[config.mk]
export PLATFORM = sky130hd
export DESIGN_NAME = ctx_irq_enable_unit
export DESIGN_NICKNAME = d
export VERILOG_FILES = /design/src/rtl/ctxie_pkg.sv /design/src/rtl/ctxie_mode_ctl.sv /design/src/rtl/ctxie_pend_tag.sv /design/src/rtl/ctxie_ctx_slot.sv /design/src/rtl/ctx_irq_enable_unit.sv
export SDC_FILE = /design/constraint.sdc
export NUM_CORES = 1
export LEC_CHECK = 0
export ABC_AREA = 1
export BUFFER_PORTS_ARGS = -buffer_cell sky130_fd_sc_hd__buf_4
export CAP_MARGIN = 20
export CORE_ASPECT_RATIO = 0.6
export CORE_UTILIZATION = 45
export CTS_CLUSTER_DIAMETER = 40
export DETAILED_ROUTE_END_ITERATION = 10
export GPL_TIMING_DRIVEN = 0
export PLACE_DENSITY_LB_ADDON = 0.3
export SYNTH_ARGS = -nofsm -noshare
export SYNTH_HDL_FRONTEND = slang
export SYNTH_SLANG_ARGS = --single-unit
export TNS_END_PERCENT = 50
[constraint.sdc]
create_clock -name clk -period 1.15 [get_ports clk]
set_input_delay 0.0575 -clock clk [delete_from_list [all_inputs] [get_ports clk]]
set_output_delay 0.0575 -clock clk [all_outputs]
set_load 0.005 [all_outputs]
[src/rtl/ctxie_pkg.sv]
package ctxie_pkg;

  typedef enum logic [1:0] {
    SEL_EN_LO = 2'd0,
    SEL_EN_HI = 2'd1,
    SEL_MODE  = 2'd2,
    SEL_NONE  = 2'd3
  } reg_sel_e;

  // Pattern that keeps the current context on a swap request.
  function automatic logic [1:0] keep_pattern(input logic act);
    return act ? 2'b01 : 2'b10;
  endfunction

  // True when a swap request moves to the other context.
  function automatic logic swap_toggles(input logic [1:0] low_bits, input logic act);
    return low_bits != keep_pattern(act);
  endfunction

  // Software view of a mode write: all bits but the context index follow the data.
  function automatic logic [7:0] mode_merge(input logic [7:0] old_mode,
                                            input logic [7:0] wdata,
                                            input int         act_bit);
    logic [7:0] res;
    res          = wdata;
    res[act_bit] = old_mode[act_bit];
    return res;
  endfunction

endpackage

[src/rtl/ctxie_mode_ctl.sv]
module ctxie_mode_ctl #(
  parameter int         ACT_BIT  = 4,
  parameter logic [7:0] MODE_RST = 8'h0C
) (
  input  logic       clk,
  input  logic       rst_n,
  input  logic       mode_wr,
  input  logic [7:0] wdata,
  input  logic       swap_req,
  output logic [7:0] mode_q,
  output logic       active,
  output logic       swap_fire
);
  import ctxie_pkg::*;

  logic [7:0] mode_d;

  assign active    = mode_q[ACT_BIT];
  assign swap_fire = swap_req && swap_toggles(mode_q[1:0], mode_q[ACT_BIT]);

  always_comb begin
    mode_d = mode_wr ? mode_merge(mode_q, wdata, ACT_BIT) : mode_q;
    mode_d[ACT_BIT] = mode_q[ACT_BIT] ^ swap_fire;
  end

  always_ff @(posedge clk or negedge rst_n) begin
    if (!rst_n) mode_q <= MODE_RST;
    else        mode_q <= mode_d;
  end

endmodule

[src/rtl/ctxie_pend_tag.sv]
module ctxie_pend_tag #(
  parameter int TAG_W = 2
) (
  input  logic clk,
  input  logic rst_n,
  input  logic pend_set,
  input  logic pend_clr,
  input  logic active,
  output logic pend_valid,
  output logic tag_ctx
);
  localparam logic [TAG_W-1:0] TAG_IDLE = '1;

  logic [TAG_W-1:0] tag_q;

  assign pend_valid = tag_q != TAG_IDLE;
  assign tag_ctx    = tag_q[0];

  always_ff @(posedge clk or negedge rst_n) begin
    if (!rst_n)        tag_q <= TAG_IDLE;
    else if (pend_set) tag_q <= TAG_W'(active);
    else if (pend_clr) tag_q <= TAG_IDLE;
  end

endmodule

[src/rtl/ctxie_ctx_slot.sv]
module ctxie_ctx_slot #(
  parameter int EN_W = 12,
  parameter int LO_W = 4
) (
  input  logic            clk,
  input  logic            rst_n,
  input  logic            lo_wr,
  input  logic            hi_wr,
  input  logic            mask_wr,
  input  logic            mask_in,
  input  logic [7:0]      wdata,
  output logic [EN_W-1:0] en_q,
  output logic            mask_q
);
  localparam int HI_W = EN_W - LO_W;

  always_ff @(posedge clk or negedge rst_n) begin
    if (!rst_n) begin
      en_q   <= '0;
      mask_q <= 1'b1;
    end else begin
      if (lo_wr)   en_q[LO_W-1:0]    <= wdata[LO_W-1:0];
      if (hi_wr)   en_q[EN_W-1:LO_W] <= wdata[HI_W-1:0];
      if (mask_wr) mask_q            <= mask_in;
    end
  end

endmodule

[src/rtl/ctx_irq_enable_unit.sv]
module ctx_irq_enable_unit #(
  parameter int         EN_W     = 12,
  parameter int         LO_W     = 4,
  parameter int         ACT_BIT  = 4,
  parameter int         TAG_W    = 2,
  parameter logic [7:0] MODE_RST = 8'h0C
) (
  input  logic            clk,
  input  logic            rst_n,
  input  logic [1:0]      reg_addr,
  input  logic            reg_wr,
  input  logic [7:0]      reg_wdata,
  output logic [7:0]      reg_rdata,
  input  logic            swap_req,
  input  logic            pend_set,
  input  logic            pend_clr,
  output logic            active_ctx,
  output logic [EN_W-1:0] ctx_a_enable,
  output logic            ctx_a_mask,
  output logic [EN_W-1:0] ctx_b_enable,
  output logic            ctx_b_mask
);
  import ctxie_pkg::*;

  localparam int NCTX     = 2;
  localparam int HI_W     = EN_W - LO_W;
  localparam int MASK_LSB = LO_W;

  reg_sel_e        sel;
  logic            wr_lo, wr_hi, wr_mode;
  logic [7:0]      mode_q;
  logic            swap_fire;
  logic            pend_valid, tag_ctx, tgt_ctx;
  logic [EN_W-1:0] slot_en   [NCTX];
  logic            slot_mask [NCTX];
  logic [EN_W-1:0] act_en;

  assign sel     = reg_sel_e'(reg_addr);
  assign wr_lo   = reg_wr && (sel == SEL_EN_LO);
  assign wr_hi   = reg_wr && (sel == SEL_EN_HI);
  assign wr_mode = reg_wr && (sel == SEL_MODE);

  ctxie_mode_ctl #(.ACT_BIT(ACT_BIT), .MODE_RST(MODE_RST)) u_mode (
    .clk(clk), .rst_n(rst_n), .mode_wr(wr_mode), .wdata(reg_wdata),
    .swap_req(swap_req), .mode_q(mode_q), .active(active_ctx), .swap_fire(swap_fire)
  );

  ctxie_pend_tag #(.TAG_W(TAG_W)) u_pend (
    .clk(clk), .rst_n(rst_n), .pend_set(pend_set), .pend_clr(pend_clr),
    .active(active_ctx), .pend_valid(pend_valid), .tag_ctx(tag_ctx)
  );

  assign tgt_ctx = pend_valid ? tag_ctx : active_ctx;

  for (genvar c = 0; c < NCTX; c++) begin : g_slot
    ctxie_ctx_slot #(.EN_W(EN_W), .LO_W(LO_W)) u_slot (
      .clk(clk), .rst_n(rst_n),
      .lo_wr(wr_lo && (tgt_ctx == 1'(c))),
      .hi_wr(wr_hi && (tgt_ctx == 1'(c))),
      .mask_wr(wr_lo),
      .mask_in(reg_wdata[MASK_LSB + c]),
      .wdata(reg_wdata),
      .en_q(slot_en[c]),
      .mask_q(slot_mask[c])
    );
  end

  assign act_en = slot_en[active_ctx];

  always_comb begin
    reg_rdata = '0;
    case (sel)
      SEL_EN_LO: begin
        reg_rdata[LO_W-1:0]   = act_en[LO_W-1:0];
        reg_rdata[MASK_LSB]   = slot_mask[0];
        reg_rdata[MASK_LSB+1] = slot_mask[1];
      end
      SEL_EN_HI: reg_rdata[HI_W-1:0] = act_en[EN_W-1:LO_W];
      SEL_MODE:  reg_rdata = mode_q;
      default:   reg_rdata = '0;
    endcase
  end

  assign ctx_a_enable = slot_en[0];
  assign ctx_a_mask   = slot_mask[0];
  assign ctx_b_enable = slot_en[1];
  assign ctx_b_mask   = slot_mask[1];

endmodule

==> key figures, run 1 <==
Outcome
  • Violated checks: negative setup slack
  • Status: finished, violations left

Clocking
  • Total CTS buffers: 5
  • Clk slew on worst S/H paths: 0.07 ns
  • Maximum clock insertion buffer count: 2
  • Clock Latency Late Sink: 0.29 ns
  • CTS tree: done
  • H-tree depth: 2
  • Clock tree sinks: 36
  • Cell chosen for the clock root: clkbuf_8

Timing
  • Unrepaired setup endpoints after global routing: true
  • Fin worst setup slack: -0.364 ns
  • Final Cycle Share: 132%
  • Slew @ Worst Pin: 0.464 ns
  • Clock Skew: 0.00646 ns
  • Slew Viols, Final: 0
  • Min Clock Period, post-route: 1.51 ns
  • Worst hold slack: 0.00111 ns
  • Final Hold Viols: 0
  • Max Clk Rate: 660 MHz
  • Slew margin rel.: 69.1%
  • Final Setup Violations: 33

Global routing
  • Total gr overflow: 0
  • Initial antenna violation count: 0
  • Global Route Usage Sum: 24.4%
  • Vias in the first global route: 1,575
  • First-pass GRT wire length: 7800 µm
  • Largest net degree at the start of global routing: 37

Finish
  • Fill cell count: 294
  • N_diodes: 0
  • Core Util, Final: 72.6%
  • Fin area: 2720 µm²
  • Finished Layout Cells: 354
  • Final Net Count: 326
  • Share of cells above drive strength 1: 40.4%
  • Area delta synth->final: 51.1%

Worst hold path
  • Min-delay worst type: in -> reg
  • Hold EP: g_slot[1].u_slot.en_q[8]
  • Worst hold path startpoint: reg_wdata[4]
  • Hold Crit Depth: 3

Worst setup path
  • Critical path arrival: 1.46 ns
  • Worst Path Required: 1.09 ns
  • Crit Path Class: reg -> out
  • Critical path capture point type: output port
  • Top fanout value on the critical path: 5
  • Setup slack, reg-to-reg: -0.23 ns
  • R2R Path Start: u_mode.mode_q[4]
  • Worst Reg-to-Reg Cells: 7
  • CP startpoint kind: register
  • Reg2reg end: g_slot[0].u_slot.en_q[3]

Detailed routing
  • Routed WL per cell: 15.5 µm
  • Drt first pass iters: 4
  • WL final: 5480 µm
  • ANT nets after route: 0
  • Via Count: 1,829
  • Avg Vias per Cell: 5.17
  • Drt initial violations: 149
  • # DRC: 0

Placement
  • Number of I/O port buffers: 50
  • HPWL after DPL: 3450 µm
  • Dpl ws: -0.274 ns
  • Placed Cells incl. Taps: 324
  • GP Congestion: 0.851
  • Placed cell areas: 2240 µm²

Power
  • PwrDens: 1810 nW/µm²
  • Leak: 1.43 nW
  • Worst VDD drop: 1.21 mV

Floorplan
  • CORE AREA: 3740 µm²
  • Die W: 83.6 µm
  • Starting Density: 48.0%
  • DIE AREA: 4260 µm²
  • Die H: 51.0 µm
  • # IOs: 51
  • FP Rows: 17

Synth
  • Synth Warn #: 0
  • Synth area leader: dfrtp_1
  • Mapped Area: 1800 µm²
  • FF+latch count, synth: 36
  • Post-synthesis cell type count: 20
  • Synth top area share: 41.8%
  • Post-synthesis sequential area ratio: 50.5%
  • Area contributors post-synth: dfrtp_1 (42%), nand2_1 (15%), dfstp_2 (8.8%), inv_1 (8.6%), o21ai_0 (7.2%)
  • Post-Synthesis Mean Instance Area: 7.92 µm²
  • Syn Nets: 247
  • Synth Instances: 227

Job
  • Number of max-cap violations: 0
==> layer usage <==
layer,vias up,share of wire (%),global-route usage (%)
li1,871,-,-
met1,854,47,36.4
met2,96,42,34.6
met3,8,9.7,6.95
met4,0,0.75,6.21
met5,-,0,0
==> worst max-delay path, stage by stage, from the launching register on <==
cell,delay (ns)
dfrtp_2,0.44
buf_6,0.15
buf_4,0.14
nand2_2,0.06
nand3_1,0.08
nand3_1,0.07
nand2_1,0.05
inv_1,0.07
buf_4,0.10
==> what timing repair did <==
| action | CTS | global route |
|---|---|---|
| endpoints found under the setup margin | 30 | 33 |
| endpoints found under the hold margin | 34 | 1 |
| setup buffers | 9 | 3 |
| resized for setup | 19 | 49 |
| pin swaps | 5 | 4 |
| cloned | 2 | 3 |
| hold buffers | 4 | 1 |
==> final cells by class <==
| class | instances | area [µm²] | share of cell area, % |
|---|---|---|---|
| tap | 47 | 58.8 | 2.16 |
| multi-input combinational | 142 | 818 | 30.1 |
| timing repair buffer | 71 | 611 | 22.5 |
| clock buffer | 7 | 76.3 | 2.81 |
| clock inverter | 1 | 5.00 | 0.184 |
| sequential | 36 | 910 | 33.5 |
| timing repair inverter | 1 | 6.26 | 0.230 |
| inverter | 42 | 163 | 5.99 |
| buffer | 7 | 70.1 | 2.58 |
==> registers in the layout (all words and copies together) (netlist names) <==
signal	cells
g_slot.u_slot.en_q	24
g_slot.u_slot.mask_q	2
u_mode.mode_q	8
u_pend.tag_q	2
==> where the power goes <==
part	switching [mW]	leakage, nW	total [mW]	internal, mW
clock network	0.446	0.0422	0.871	0.425
registers	0.302	0.433	1.95	1.65
logic	0.982	0.950	2.08	1.10
total	1.73	1.43	4.91	3.18
==> through the flow <==
stage / total power [mW] / TNS, ns
floorplan: 2.60 / -0.435
global placement: 3.39 / -3.95
detailed placement: 3.44 / -4.68
CTS: 4.49 / -5.77
global route: 5.20 / -8.79
finish: 4.91 / -7.03
==> worst max path at each step <==
stage | start | endpoint | slack (ns) | cells past startpoint
2_1_floorplan | u_pend.tag_q[1] | g_slot[0].u_slot.en_q[4] | -0.07 | 6
5_1_grt | u_mode.mode_q[4] | reg_rdata[5] | -0.40 | 6
6_report | u_mode.mode_q[4] | reg_rdata[2] | -0.36 | 8
3_5_place_dp | reg_addr[0] | g_slot[0].u_slot.en_q[3] | -0.27 | 7
4_1_cts | u_mode.mode_q[4] | reg_rdata[4] | -0.32 | 6
3_3_place_gp | reg_addr[0] | g_slot[0].u_slot.en_q[1] | -0.21 | 8
==> layout by cell type, fill, tap and decap left out <==
master	synthesis	routed
inv_4	0	1
buf_16	0	1
clkbuf_1	0	2
nand2_8	0	1
nand3_1	12	12
clkinv_2	0	1
o21ai_0	26	13
o21ai_2	0	14
ha_1	4	4
o21ai_4	1	1
inv_2	0	2
nor2_4	1	2
inv_1	41	39
clkbuf_16	0	1
o211ai_1	5	5
buf_6	2	10
nand2_4	0	6
buf_2	3	3
dlygate4sd3_1	0	5
nor3_1	1	1
clkinv_4	0	1
dfrtp_1	30	29
nand2_2	2	10
dfrtp_2	0	1
buf_4	2	56
nand2_1	73	58
nor2_1	3	3
dfstp_2	6	6
a21oi_1	5	5
o21ai_1	8	7
clkbuf_8	0	5
buf_8	0	2
==> cell usage after synthesis (all sizes together) <==
cell type,instances
nand2,75
inv,41
o21ai,35
dfrtp,30
nand3,12
buf,7
dfstp,6
a21oi,5
nor2,5
o211ai,5
ha,4
clkinv,1
nor3,1
==> logic make-up (layout without fill, tap and decap cells) <==
family,count (synthesis),in the layout,synth area share (%)
AOI/OAI and AO/OA,45,45,13.8
adders and majority gates,4,4,2.78
DFF,36,36,50.5
and+or+nand+nor,93,93,21.2
buffers and inverters,49,129,11.7
Power figures use the tool's default switching activity.
==> inputs of run 2 (changes only) <==
--- a/config.mk
+++ b/config.mk
@@ -14,6 +14,7 @@
 export DETAILED_ROUTE_END_ITERATION = 10
 export GPL_TIMING_DRIVEN = 0
 export PLACE_DENSITY_LB_ADDON = 0.3
+export SKIP_CTS_REPAIR_TIMING = 1
 export SYNTH_ARGS = -nofsm -noshare
 export SYNTH_HDL_FRONTEND = slang
 export SYNTH_SLANG_ARGS = --single-unit
==> run 2 against run 1 <==
  * The flow finishes with violations (negative hold slack, negative setup slack)
  * Combinational power fell by 9.6%
  * Count of clock-buffer cells in the layout did not move
  * Critical path depth did not move
  * Die area did not move
  * Sequential share of layout area rose by 1.6 points
  * Highest routed layer unchanged
  * Largest power group is now registers
  * Fmax fell by 1.5%
==> key figures, run 2 (synthesis gave the netlist of run 1 again) <==
Floorplan
  • DIE AREA: 4260 µm²
  • Starting Density: 48.0%
  • Die W: 83.6 µm
  • CORE AREA: 3740 µm²
  • Die H: 51.0 µm
  • # IOs: 51
  • FP Rows: 17

Timing
  • Slew margin rel.: 69.5%
  • Slew @ Worst Pin: 0.457 ns
  • Clock Skew: 0.00558 ns
  • Max Clk Rate: 650 MHz
  • Slew Viols, Final: 0
  • Final Cycle Share: 134%
  • Final Setup Violations: 33
  • Unrepaired setup endpoints after global routing: true
  • Final Hold Viols: 1
  • Min Clock Period, post-route: 1.54 ns
  • Fin worst setup slack: -0.387 ns
  • Worst hold slack: -0.00772 ns

Detailed routing
  • # DRC: 0
  • Drt first pass iters: 5
  • Routed WL per cell: 14.3 µm
  • Avg Vias per Cell: 4.90
  • Drt initial violations: 128
  • ANT nets after route: 0
  • WL final: 4970 µm
  • Via Count: 1,702

Finish
  • Final Net Count: 319
  • Most frequent cells in the layout: nand2_1 (64), buf_4 (60), inv_1 (40)
  • Share of cells above drive strength 1: 37.3%
  • Top flop regs: g_slot.u_slot.en_q (24), u_mode.mode_q (8)
  • Finished Layout Cells: 347
  • Fill cell count: 322
  • N_diodes: 0
  • Largest register FFs: 24
  • Top reg by flops: g_slot.u_slot.en_q
  • Most common cell after layout, fill and taps aside: nand2_1
  • Area delta synth->final: 44.0%

Clocking
  • Clock tree sinks: 36
  • Clock Latency Late Sink: 0.29 ns
  • Total CTS buffers: 5
  • Cell chosen for the clock root: clkbuf_8
  • Maximum clock insertion buffer count: 2
  • Clk slew on worst S/H paths: 0.07 ns
  • CTS tree: done
  • H-tree depth: 2

Global routing
  • Total gr overflow: 0
  • Vias in the first global route: 1,431
  • Largest net degree at the start of global routing: 37
  • Initial antenna violation count: 0
  • Global Route Usage Sum: 23.0%
  • First-pass GRT wire length: 7320 µm

Worst setup path
  • Worst Path Required: 1.09 ns
  • CP startpoint kind: register
  • Crit Path Class: reg -> out
  • Critical path arrival: 1.48 ns
  • Top fanout value on the critical path: 8
  • Crit-path cells: buf_6 -> buf_4 -> nand2_2 -> nand3_1 -> nand3_1 -> nand2_1 -> inv_1 -> buf_4
  • CP max stage cell: dfrtp_2
  • Slowest cell delay on critical path: 0.45 ns
  • Critical path capture point type: output port

Placement
  • HPWL after DPL: 3450 µm
  • GP Congestion: 0.851
  • Number of I/O port buffers: 50
  • Placed Cells incl. Taps: 324

Power
  • Worst VDD drop: 0.997 mV
  • Leak: 1.37 nW
  • Total power draw: 4.69 mW
  • PwrDens: 1810 nW/µm²

Worst hold path
  • Min-delay worst type: in -> reg

Job
  • Number of max-cap violations: 0

Outcome
  • Violated checks: negative hold slack, negative setup slack
  • Status: finished, violations left
[run 2: path summary, 6_finish.rpt]
| path | startpoint | to | slack [ns] | cells past startpoint |
|---|---|---|---|---|
| min in group asynchronous | rst_n | g_slot[0].u_slot.en_q[3] | 0.26 | 2 |
| min | reg_wdata[6] | g_slot[1].u_slot.en_q[10] | -0.008 | 3 |
| max reg2reg | u_mode.mode_q[4] | g_slot[0].u_slot.en_q[9] | -0.25 | 5 |
| max | u_mode.mode_q[4] | reg_rdata[2] | -0.39 | 8 |
| min reg2reg | u_mode.mode_q[2] | u_mode.mode_q[2] | 0.50 | 2 |
| max in group asynchronous | rst_n | g_slot[1].u_slot.mask_q | 0.53 | 2 |
[run 2: through the flow]
stage | hold slack (ns) | utilization [%] | instance area [µm²] | setup TNS, ns | setup slack, ns
after floorplan | -0.238 | - | 1800 | -0.435 | -0.0714
after global placement | 0.0356 | 59.8 | 2240 | -3.95 | -0.214
after detailed placement | 0.0405 | 59.8 | 2240 | -4.68 | -0.274
after CTS | -0.269 | 62.0 | 2320 | -6.30 | -0.425
after global routing | 0.00694 | 69.2 | 2590 | -9.14 | -0.433
final | -0.00772 | 69.2 | 2590 | -7.27 | -0.387
[run 2: where the power goes]
group / internal (mW) / switching [mW] / total (mW)
Sequential: 1.65 / 0.294 / 1.94
Combinational: 0.994 / 0.883 / 1.88
Clock: 0.425 / 0.441 / 0.867
[run 2: per-layer routing]
metal	vias up	routed length, µm	track usage (%)
li1	852	-	-
met1	772	2530	37.1
met2	72	2070	29.7
met3	6	353	6.14
met4	0	17	5.37
met5	-	0	0
[run 2: cell type report]
class	count	area [µm²]	share of cell area, %
Inverter	42	161	6.23
Tap cell	47	58.8	2.27
Timing Repair Buffer	64	523	20.2
Clock buffer	7	76.3	2.95
Clock inverter	1	5.00	0.193
Sequential cell	36	910	35.1
Multi-Input combinational cell	142	774	29.9
Timing Repair inverter	1	7.51	0.290
Buffer	7	73.8	2.85
[run 2: critical path, delay by kind of cell (launching register included)]
family | cells | cell delay [ns]
and+or+nand+nor | 4 | 0.27
buffers and inverters | 4 | 0.48
DFF | 1 | 0.45
==> inputs of run 3 (changes only) <==
--- a/config.mk
+++ b/config.mk
@@ -9,6 +9,7 @@
 export BUFFER_PORTS_ARGS = -buffer_cell sky130_fd_sc_hd__buf_4
 export CAP_MARGIN = 20
 export CORE_ASPECT_RATIO = 0.6
+export CORE_MARGIN = 3
 export CORE_UTILIZATION = 45
 export CTS_CLUSTER_DIAMETER = 40
 export DETAILED_ROUTE_END_ITERATION = 10
==> run 3 against run 2 <==
  * Power decreased by 1.2%
  * Flip-flop and latch count unchanged
  * Critical path type unchanged
  * Final area decreased by 0.24%
  * Clock power decreased by 1%
  * The run ends with negative setup slack left
  * Count of clock-buffer cells in the layout unchanged
  * Die area increased by 13%
  * Critical endpoint is now reg_rdata[3]
==> key figures, run 3 (synthesis gave the netlist of run 1 again) <==
Outcome
  • Status: finished, violations left
  • Violated checks: negative setup slack

Floorplan
  • Starting Density: 48.0%
  • DIE AREA: 4810 µm²
  • Die H: 55.0 µm
  • Die W: 87.6 µm
  • CORE AREA: 3740 µm²
  • FP Rows: 17
  • # IOs: 51

Detailed routing
  • Routed WL per cell: 14.4 µm
  • Drt initial violations: 179
  • # DRC: 0
  • Avg Vias per Cell: 4.98
  • Drt first pass iters: 4
  • WL final: 4950 µm
  • Via Count: 1,712
  • ANT nets after route: 0

Finish
  • Register Area: 910 µm²
  • Finished Layout Cells: 344
  • Area delta synth->final: 43.7%
  • Most common cell after layout, fill and taps aside: nand2_1
  • Share of cells above drive strength 1: 38.4%
  • Most frequent cells in the layout: nand2_1 (62), buf_4 (57), inv_1 (40)
  • Top flop regs: g_slot.u_slot.en_q (24), u_mode.mode_q (8)
  • Final Net Count: 316
  • N_diodes: 0
  • Largest register FFs: 24
  • Core Util, Final: 69.0%
  • Fill cell count: 319
  • Top reg by flops: g_slot.u_slot.en_q
  • Multi-input logic area: 805 µm²

Timing
  • Max Clk Rate: 671 MHz
  • Slew margin rel.: 70.4%
  • Clock Skew: 0.00382 ns
  • Setup tns final: -6.33 ns
  • Final Setup Violations: 33
  • Slew Viols, Final: 0
  • Min Clock Period, post-route: 1.49 ns
  • Final Hold Viols: 0
  • Final Cycle Share: 130%
  • Fin worst setup slack: -0.341 ns
  • Unrepaired setup endpoints after global routing: true
  • Slew @ Worst Pin: 0.443 ns
  • Worst hold slack: 0.00125 ns

Clocking
  • Clock Latency Late Sink: 0.29 ns
  • Clk slew on worst S/H paths: 0.07 ns
  • Clock tree sinks: 36
  • H-tree depth: 2
  • CTS tree: done
  • Maximum clock insertion buffer count: 2
  • Total CTS buffers: 5
  • Cell chosen for the clock root: clkbuf_8

Global routing
  • Initial antenna violation count: 0
  • Largest net degree at the start of global routing: 37
  • First-pass GRT wire length: 7140 µm
  • Vias in the first global route: 1,378
  • Total gr overflow: 0
  • Global Route Usage Sum: 20.2%

Worst setup path
  • Crit Path Class: reg -> out
  • R2R Path Start: u_pend.tag_q[1]
  • Worst Path Required: 1.09 ns
  • Reg2reg end: g_slot[0].u_slot.en_q[4]
  • Top fanout value on the critical path: 8
  • Worst setup path start: u_mode.mode_q[4]
  • CP startpoint kind: register
  • End point of the critical path: reg_rdata[3]
  • Setup slack, reg-to-reg: -0.20 ns
  • Worst Reg-to-Reg Cells: 6
  • Critical path capture point type: output port
  • Critical path arrival: 1.43 ns

Placement
  • HPWL after DPL: 3580 µm
  • Number of I/O port buffers: 50
  • Placed Cells incl. Taps: 324
  • GP Congestion: 0.846

Power
  • Worst VDD drop: 1.15 mV
  • PwrDens: 1790 nW/µm²
  • Leak: 1.38 nW
  • Total power draw: 4.63 mW

Worst hold path
  • Min-delay worst type: in -> reg

Job
  • Number of max-cap violations: 0
run 3: how the worst min path moves through the flow:
stage | startpoint | end | slack, ns | cells past startpoint
2_1_floorplan | rst_n | g_slot[0].u_slot.en_q[0] | -0.24 | 0
3_3_place_gp | rst_n | g_slot[0].u_slot.en_q[4] | 0.03 | 1
3_5_place_dp | rst_n | g_slot[0].u_slot.en_q[2] | 0.04 | 1
4_1_cts | rst_n | g_slot[0].u_slot.en_q[2] | -0.27 | 1
5_1_grt | pend_clr | u_pend.tag_q[1] | 0.004 | 3
6_report | pend_clr | u_pend.tag_q[1] | 0.001 | 3
run 3: metal layers:
metal  GRT usage [%]  part of all wire [%]  wire length (µm)  vias up
met4            5.36                  0.85                42        0
met3            5.03                   8.5               419        5
met5               0                     0                 0        -
li1                -                     -                 -      846
met2            26.3                    41              2020       68
met1            32.4                    50              2460      793
run 3: critical path: stages, from the launching register on:
cell and delay (ns):
dfrtp_2 0.43, buf_6 0.14, buf_4 0.14, nand2_2 0.07
nand3_1 0.09, nand3_2 0.07, nand2_1 0.04, inv_1 0.06
buf_4 0.10
run 3: through the flow:
stage               cell area (µm²)  worst slack, ns
floorplan                      1800          -0.0714
global placement               2240           -0.203
detailed placement             2240           -0.259
CTS                            2320           -0.407
global route                   2580           -0.438
finish                         2580           -0.341
run 3: area by class of cell:
| type | count | share of cell area [%] |
|---|---|---|
| plain buffers | 7 | 2.86 |
| clock buffers | 7 | 2.95 |
| multi-input cells | 142 | 31.1 |
| inverters | 42 | 6.10 |
| clock inverters | 1 | 0.194 |
| well taps | 47 | 2.28 |
| flip-flops and latches | 36 | 35.2 |
| repair buffers | 62 | 19.3 |
run 3: power by group:
group	switching [mW]	internal [mW]
logic	0.885	0.960
clock network	0.434	0.425
registers	0.280	1.65
total	1.60	3.03
